### src/rtl/dru_pkg.sv
package dru_pkg;

    typedef enum logic [2:0] {
        ST_IDLE,
        ST_CHECK,
        ST_FETCH,
        ST_EVAL,
        ST_DONE
    } dru_state_e;

    typedef struct packed {
        logic [12:0] index;
        logic        ti;
        logic [1:0]  rpl;
    } dru_sel_t;

    typedef struct packed {
        logic [7:0] base_hi;
        logic       gran;
        logic       dflt;
        logic       rsv;
        logic       avl;
        logic [3:0] lim_hi;
        logic       present;
        logic [1:0] dpl;
        logic       s;
        logic [3:0] kind;
        logic [7:0] base_mid;
    } dru_hidw_t;

    localparam logic [31:0] RIGHTS_MASK_32 = 32'h00F0_FF00;
    localparam logic [31:0] RIGHTS_MASK_16 = 32'h0000_FF00;

    function automatic logic sys_kind_ok(input logic [3:0] kind);
        case (kind)
            4'h1, 4'h2, 4'h3, 4'h4, 4'h5, 4'h9, 4'hB, 4'hC: sys_kind_ok = 1'b1;
            default:                                         sys_kind_ok = 1'b0;
        endcase
    endfunction

    function automatic logic is_conforming(input dru_hidw_t d);
        is_conforming = d.s && d.kind[3] && d.kind[2];
    endfunction

endpackage

### src/rtl/dru_sel_decode.sv
module dru_sel_decode
    import dru_pkg::*;
#(
    parameter int AW = 32,
    parameter int LW = 16
) (
    input  dru_sel_t          sel,
    input  logic [AW-1:0]     gdt_base,
    input  logic [LW-1:0]     gdt_limit,
    input  logic [AW-1:0]     ldt_base,
    input  logic [LW-1:0]     ldt_limit,
    output logic              is_null,
    output logic              in_limit,
    output logic [AW-1:0]     hi_addr
);
    localparam int CW = ((LW > 16) ? LW : 16) + 1;

    logic [CW-1:0] last_byte;
    logic [CW-1:0] lim_ext;
    logic [AW-1:0] base_sel;

    always_comb begin
        base_sel  = sel.ti ? ldt_base : gdt_base;
        lim_ext   = sel.ti ? CW'(ldt_limit) : CW'(gdt_limit);
        last_byte = CW'({sel.index, 3'b111});
        is_null   = (sel.index == '0) && !sel.ti;
        in_limit  = (last_byte <= lim_ext);
        hi_addr   = base_sel + AW'({sel.index, 3'b100});
    end
endmodule

### src/rtl/dru_rights_eval.sv
module dru_rights_eval
    import dru_pkg::*;
(
    input  dru_hidw_t   dw,
    input  logic [1:0]  cpl,
    input  logic [1:0]  rpl,
    input  logic        op32,
    output logic        ok,
    output logic [31:0] rights
);
    logic kind_ok;
    logic priv_ok;

    always_comb begin
        kind_ok = dw.s || sys_kind_ok(dw.kind);
        priv_ok = is_conforming(dw) || ((cpl <= dw.dpl) && (rpl <= dw.dpl));
        ok      = kind_ok && priv_ok;
        rights  = 32'(dw) & (op32 ? RIGHTS_MASK_32 : RIGHTS_MASK_16);
    end
endmodule

### src/rtl/desc_rights_unit.sv
module desc_rights_unit
    import dru_pkg::*;
#(
    parameter int AW = 32,
    parameter int LW = 16
) (
    input  logic          clk,
    input  logic          rst,
    input  logic          start,
    input  logic [15:0]   sel,
    input  logic [1:0]    cpl,
    input  logic          op32,
    input  logic          prot_mode,
    input  logic [AW-1:0] gdt_base,
    input  logic [LW-1:0] gdt_limit,
    input  logic [AW-1:0] ldt_base,
    input  logic [LW-1:0] ldt_limit,
    output logic          mem_req,
    output logic [AW-1:0] mem_addr,
    input  logic          mem_valid,
    input  logic [31:0]   mem_rdata,
    output logic          busy,
    output logic          done,
    output logic          zf,
    output logic          wr_en,
    output logic [31:0]   rights,
    output logic          ud_err
);
    dru_state_e    state_q;
    dru_sel_t      sel_q;
    logic [1:0]    cpl_q;
    logic          op32_q;
    logic          pm_q;
    logic          ud_q;
    logic [AW-1:0] gbase_q, lbase_q, addr_q;
    logic [LW-1:0] glim_q, llim_q;
    dru_hidw_t     dw_q;

    logic          sel_null, sel_inlim;
    logic [AW-1:0] sel_addr;
    logic          eval_ok;
    logic [31:0]   eval_rights;

    dru_sel_decode #(.AW(AW), .LW(LW)) u_dec (
        .sel       (sel_q),
        .gdt_base  (gbase_q),
        .gdt_limit (glim_q),
        .ldt_base  (lbase_q),
        .ldt_limit (llim_q),
        .is_null   (sel_null),
        .in_limit  (sel_inlim),
        .hi_addr   (sel_addr)
    );

    dru_rights_eval u_eval (
        .dw     (dw_q),
        .cpl    (cpl_q),
        .rpl    (sel_q.rpl),
        .op32   (op32_q),
        .ok     (eval_ok),
        .rights (eval_rights)
    );

    always_ff @(posedge clk) begin
        if (rst) begin
            state_q <= ST_IDLE;
            sel_q   <= '0;
            cpl_q   <= '0;
            op32_q  <= 1'b0;
            pm_q    <= 1'b0;
            ud_q    <= 1'b0;
            gbase_q <= '0;
            lbase_q <= '0;
            glim_q  <= '0;
            llim_q  <= '0;
            addr_q  <= '0;
            dw_q    <= '0;
        end else begin
            case (state_q)
                ST_IDLE: begin
                    if (start) begin
                        sel_q   <= dru_sel_t'(sel);
                        cpl_q   <= cpl;
                        op32_q  <= op32;
                        pm_q    <= prot_mode;
                        gbase_q <= gdt_base;
                        lbase_q <= ldt_base;
                        glim_q  <= gdt_limit;
                        llim_q  <= ldt_limit;
                        state_q <= ST_CHECK;
                    end
                end
                ST_CHECK: begin
                    ud_q   <= !pm_q;
                    addr_q <= sel_addr;
                    if (!pm_q || sel_null || !sel_inlim) state_q <= ST_DONE;
                    else                                   state_q <= ST_FETCH;
                end
                ST_FETCH: begin
                    if (mem_valid) begin
                        dw_q    <= dru_hidw_t'(mem_rdata);
                        state_q <= ST_EVAL;
                    end
                end
                ST_EVAL:  state_q <= ST_IDLE;
                ST_DONE:  state_q <= ST_IDLE;
                default:  state_q <= ST_IDLE;
            endcase
        end
    end

    logic success;
    assign success  = (state_q == ST_EVAL) && eval_ok;

    assign busy     = (state_q != ST_IDLE);
    assign mem_req  = (state_q == ST_FETCH);
    assign mem_addr = addr_q;
    assign done     = (state_q == ST_EVAL) || (state_q == ST_DONE);
    assign zf       = success;
    assign wr_en    = success;
    assign rights   = success ? eval_rights : 32'h0;
    assign ud_err   = (state_q == ST_DONE) && ud_q;

endmodule

### config.mk
export PLATFORM = sky130hd
export DESIGN_NAME = desc_rights_unit
export DESIGN_NICKNAME = d
export VERILOG_FILES = /design/src/rtl/dru_pkg.sv /design/src/rtl/dru_sel_decode.sv /design/src/rtl/dru_rights_eval.sv /design/src/rtl/desc_rights_unit.sv
export SDC_FILE = /design/constraint.sdc
export NUM_CORES = 1
export LEC_CHECK = 0
export ABC_CLOCK_PERIOD_IN_PS = 7150
export BUFFER_PORTS_ARGS = -buffer_cell sky130_fd_sc_hd__buf_2
export CAP_MARGIN = 25
export CORE_MARGIN = 1.5
export CORE_UTILIZATION = 47
export DETAILED_ROUTE_END_ITERATION = 12
export GPL_TIMING_DRIVEN = 0
export PLACE_DENSITY = 0.73
export SLEW_MARGIN = 5
export SYNTH_ARGS = -nofsm -noshare
export SYNTH_HDL_FRONTEND = slang
export SYNTH_SLANG_ARGS = --single-unit
### constraint.sdc
create_clock -name clk -period 7.15 [get_ports clk]
set_input_delay 0.3575 -clock clk [delete_from_list [all_inputs] [get_ports clk]]
set_output_delay 0.3575 -clock clk [all_outputs]
set_load 0.005 [all_outputs]
==> results list <==
* Result of the run: complete, no violations
* Top Ports: 222
- Number of vias per cell after detailed routing: 5.39
- For the worst-skew pair, the clock arrives at the later sink with an insertion delay of 0.43 ns.
- Dividing total power by cell area gives a power density of 222 nW/um^2.
- Walking the worst path, the cells encountered are buf_4, buf_8, buf_2, clkbuf_8, buf_2, buf_2, mux2_2, ha_1, clkbuf_1, nand3_1, a2111oi_0, o21ai_1, a21oi_2, a31oi_1, a311o_1.
- Num rows: 48
- The synthesized netlist occupies a cell area of 8270 sq um.
- After routing, the total negative slack on setup checks comes to 0 ns.
- Post-synth top area share: 40.0%
- Instance count of the mapped netlist: 1047
- Post-synthesis cell type with the largest combined area: sky130_fd_sc_hd__dfxtp_1
- Once detail routing completed, the nets flagged for antenna violations numbered 0.
- STA puts the critical path data required time at 7.46 ns.
* Number of nets in the layout: 1449
* EDFF count, synth: 0
- Of all flip-flops after synthesis, the portion carrying an async set or reset was 0%.
* Critical path fanouts, max: 10
- For this block, the initial DRC count from the detailed router was 677.
- Pin count of the biggest net entering global routing: 17
- Placeable Area: 17200 sq um
- Number of clock sinks seen by CTS: 165
- The floorplan step set the die width to 136 um.
- Summing all non-filler instances in the final layout gives an area of 10100 sq um.
- After clock tree synthesis, the flow added hold-fix buffers numbering 0.
- Cells with a size suffix above 1 make up 21.4% of the layout.
- At the end of the flow the core is filled with cells to 58.4%.
* Post-CTS sizing: 0
- Number of hold-slack violations in the final timing report: 0
* Headroom to the max-slew limit: 51.3%
* Post-CTS setup buffer count: 0
- The pre-antenna-repair detailed-routing pass consisted of 5 iterations.
- The completed layout was analyzed and its total power is 2.24 mW.
- Clock-pin transition on the worst setup and hold timing paths: 0.06 ns
- Sequential area share after synthesis: 40.0%
- For this run, the slowest stage of the critical path takes 0.41 ns.
- Counting along the longest clock path gives a buffer depth of 2.
* Leakage power figure: 4.25 nW
* Global-route wire length before repair: 39.2 mm
- Post-Synthesis Mean Instance Area: 7.89 sq um
- Worst hold path type: in2reg
- Once the floorplan was initialized, standard cells occupied 48.0% of the core.
* Max H-tree Level: 4
- On the final layout, the worst clock skew is 0.0103 ns.
- Max Clock Freq: 223 MHz
- Cell count after placement: 1472
- Global-route total usage across every layer: 27.8%
- For the pin with the worst max-slew slack, the measured transition is 0.731 ns.
- STA classifies the critical path endpoint as a register.
- After global routing the overflow that remains totals 0.
- Dividing the final minimum period by the clock period gives 62.8%.
* Post-synthesis register bit count: 165
* Min cycle time layout: 4.49 ns
- Last weighted congestion value of the routability-driven placer: 0.933
* Peak supply drop: 0.196 mV
- TritonCTS built the clock tree.
* Height of the chip: 136 um
* Data arrival, critical path: 4.80 ns
* Netlist cell types: 70
- RSZ-0062 raised after global routing: false
- CTS Buf Count: 17
* DRC violation count after routing: 0
* Number of global-route vias before repair: 7643
* Routed Wire Length: 24.7 mm
- The worst register-to-register path has a depth of 15.
* Worst Setup Start Kind: register
* Max stage delay cell, worst path: sky130_fd_sc_hd__a21oi_2
* Most repeated library cell on the critical path: sky130_fd_sc_hd__buf_2
* Initial antenna violation count: 3
- The most used flip-flop cell after synthesis is sky130_fd_sc_hd__dfxtp_1.
- After detailed placement, the total cell area comes to 9520 sq um.
- The critical path in this run is classified as reg2reg.
- Total count of max-transition violations in the final report: 0
- Final setup vio count: 0
- Port buffering added 180 buffers.
- Clock root buffer master: sky130_fd_sc_hd__clkbuf_16
- Yosys attributes the largest share of cell area to sky130_fd_sc_hd__dfxtp_1 (40%), sky130_fd_sc_hd__nand2_1 (13%), sky130_fd_sc_hd__a21oi_1 (9.8%), sky130_fd_sc_hd__ha_1 (4.5%), sky130_fd_sc_hd__mux2i_1 (3.3%).
- Synth-to-Final Area Change: 21.8%
- Worst hold path stage count: 3
* Area of the die: 18400 sq um
* HPWL Detailed: 19.1 mm
* Vias after detailed routing: 8106
- Number of warning messages in the yosys log: 0
- Across the run, the number of max-cap violations was 0.
- Fin cells: 1505
* Average wire length per cell after detail routing: 16.4 um
cells in the mapped netlist (all sizes together) (5+ instances only):
master	n
nand2	294
dfxtp	165
a21oi	163
clkbuf	55
buf	35
ha	30
mux2i	27
nor2	26
nand3	22
o21ai	22
nor3	18
mux2	17
and2	15
and3	12
a21o	10
inv	10
nor2b	10
a211oi	9
xnor2	9
a32oi	8
nand4	8
nor4	7
and4	5
nand3b	5
o211ai	5
path summary, 6_finish.rpt:
path	end	slack (ns)	from
hold / removal	sel_q[12]	0.16	sel[12]
setup / recovery	mem_addr[31]	2.66	sel_q[2]
setup reg to reg	mem_addr[31]	2.66	sel_q[2]
hold reg to reg	mem_addr[14]	0.45	mem_addr[14]
state kept, by name, summed over array words and instances (netlist names), named ones only:
| signal | cells |
|---|---|
| cpl_q | 2 |
| glim_q | 16 |
| llim_q | 16 |
| ud_q | 1 |
| pm_q | 1 |
| mem_addr | 32 |
| state_q | 3 |
| sel_q | 16 |
| lbase_q | 32 |
| dw_q | 12 |
| gbase_q | 32 |
| op32_q | 1 |
power by group:
group	switching (mW)	total [mW]	internal (mW)
Combinational	0.221	0.368	0.146
Sequential	0.0398	1.01	0.974
Clock	0.379	0.859	0.481
Total	0.640	2.24	1.60
area by class of cell:
type                    count  area (sq um)
inverters                  10          37.5
flip-flops and latches    165          3300
well taps                 225           282
clock buffers              21           440
fillers                  1624          7170
multi-input cells         801          4510
clock inverters            10           101
diodes                      2          5.00
repair buffers            181           906
plain buffers              90           485
per-stage QoR:
stage	setup WS (ns)	hold WS, ns
2_1_floorplan	3.46	0.432
3_3_place_gp	2.75	0.437
3_5_place_dp	2.75	0.442
4_1_cts	2.72	0.145
5_1_grt	2.37	0.146
6_report	2.66	0.159
cell families (layout without fill, tap and decap cells):
group,after synthesis,count (layout),synth area share [%]
xor gates and xnor gates,11,11,1.17
and+or+nand+nor,443,443,24.0
buffers and inverters,100,312,6.33
muxes,44,44,5.63
adders and majority gates,31,31,4.78
AOI/OAI and AO/OA,252,252,18.1
DFF,165,165,40.0
other,1,22,0.0454
worst max-delay path: cells and delay by family (launching register included):
| family | cells | cell delay (ns) |
|---|---|---|
| and+or+nand+nor | 1 | 0.15 |
| adders and majority gates | 1 | 0.27 |
| muxes | 1 | 0.38 |
| AOI/OAI and AO/OA | 5 | 1.47 |
| buffers and inverters | 7 | 1.80 |
| DFF | 1 | 0.31 |
layout by cell type, fill, tap and decap left out, drive strengths merged, types with 7 or more instances in the layout:
master	n
a21oi	163
clkbuf	76
xnor2	9
inv	13
mux2i	27
nand2	294
nor3	18
o21ai	22
a32oi	8
and2	15
nor2	26
mux2	17
nand3	22
conb	20
nor2b	10
nand4	8
a21o	10
and3	12
dfxtp	165
ha	30
a211oi	9
nor4	7
buf	216
per-layer routing:
| metal | vias up | global-route usage [%] | share of wire (%) |
|---|---|---|---|
| met5 | - | 0 | 0 |
| met4 | 0 | 10.1 | 2.2 |
| met3 | 43 | 6.06 | 8.0 |
| met2 | 291 | 44.4 | 45 |
| met1 | 3737 | 36.8 | 45 |
| li1 | 4035 | - | - |
(Power assumes the default switching activity.)
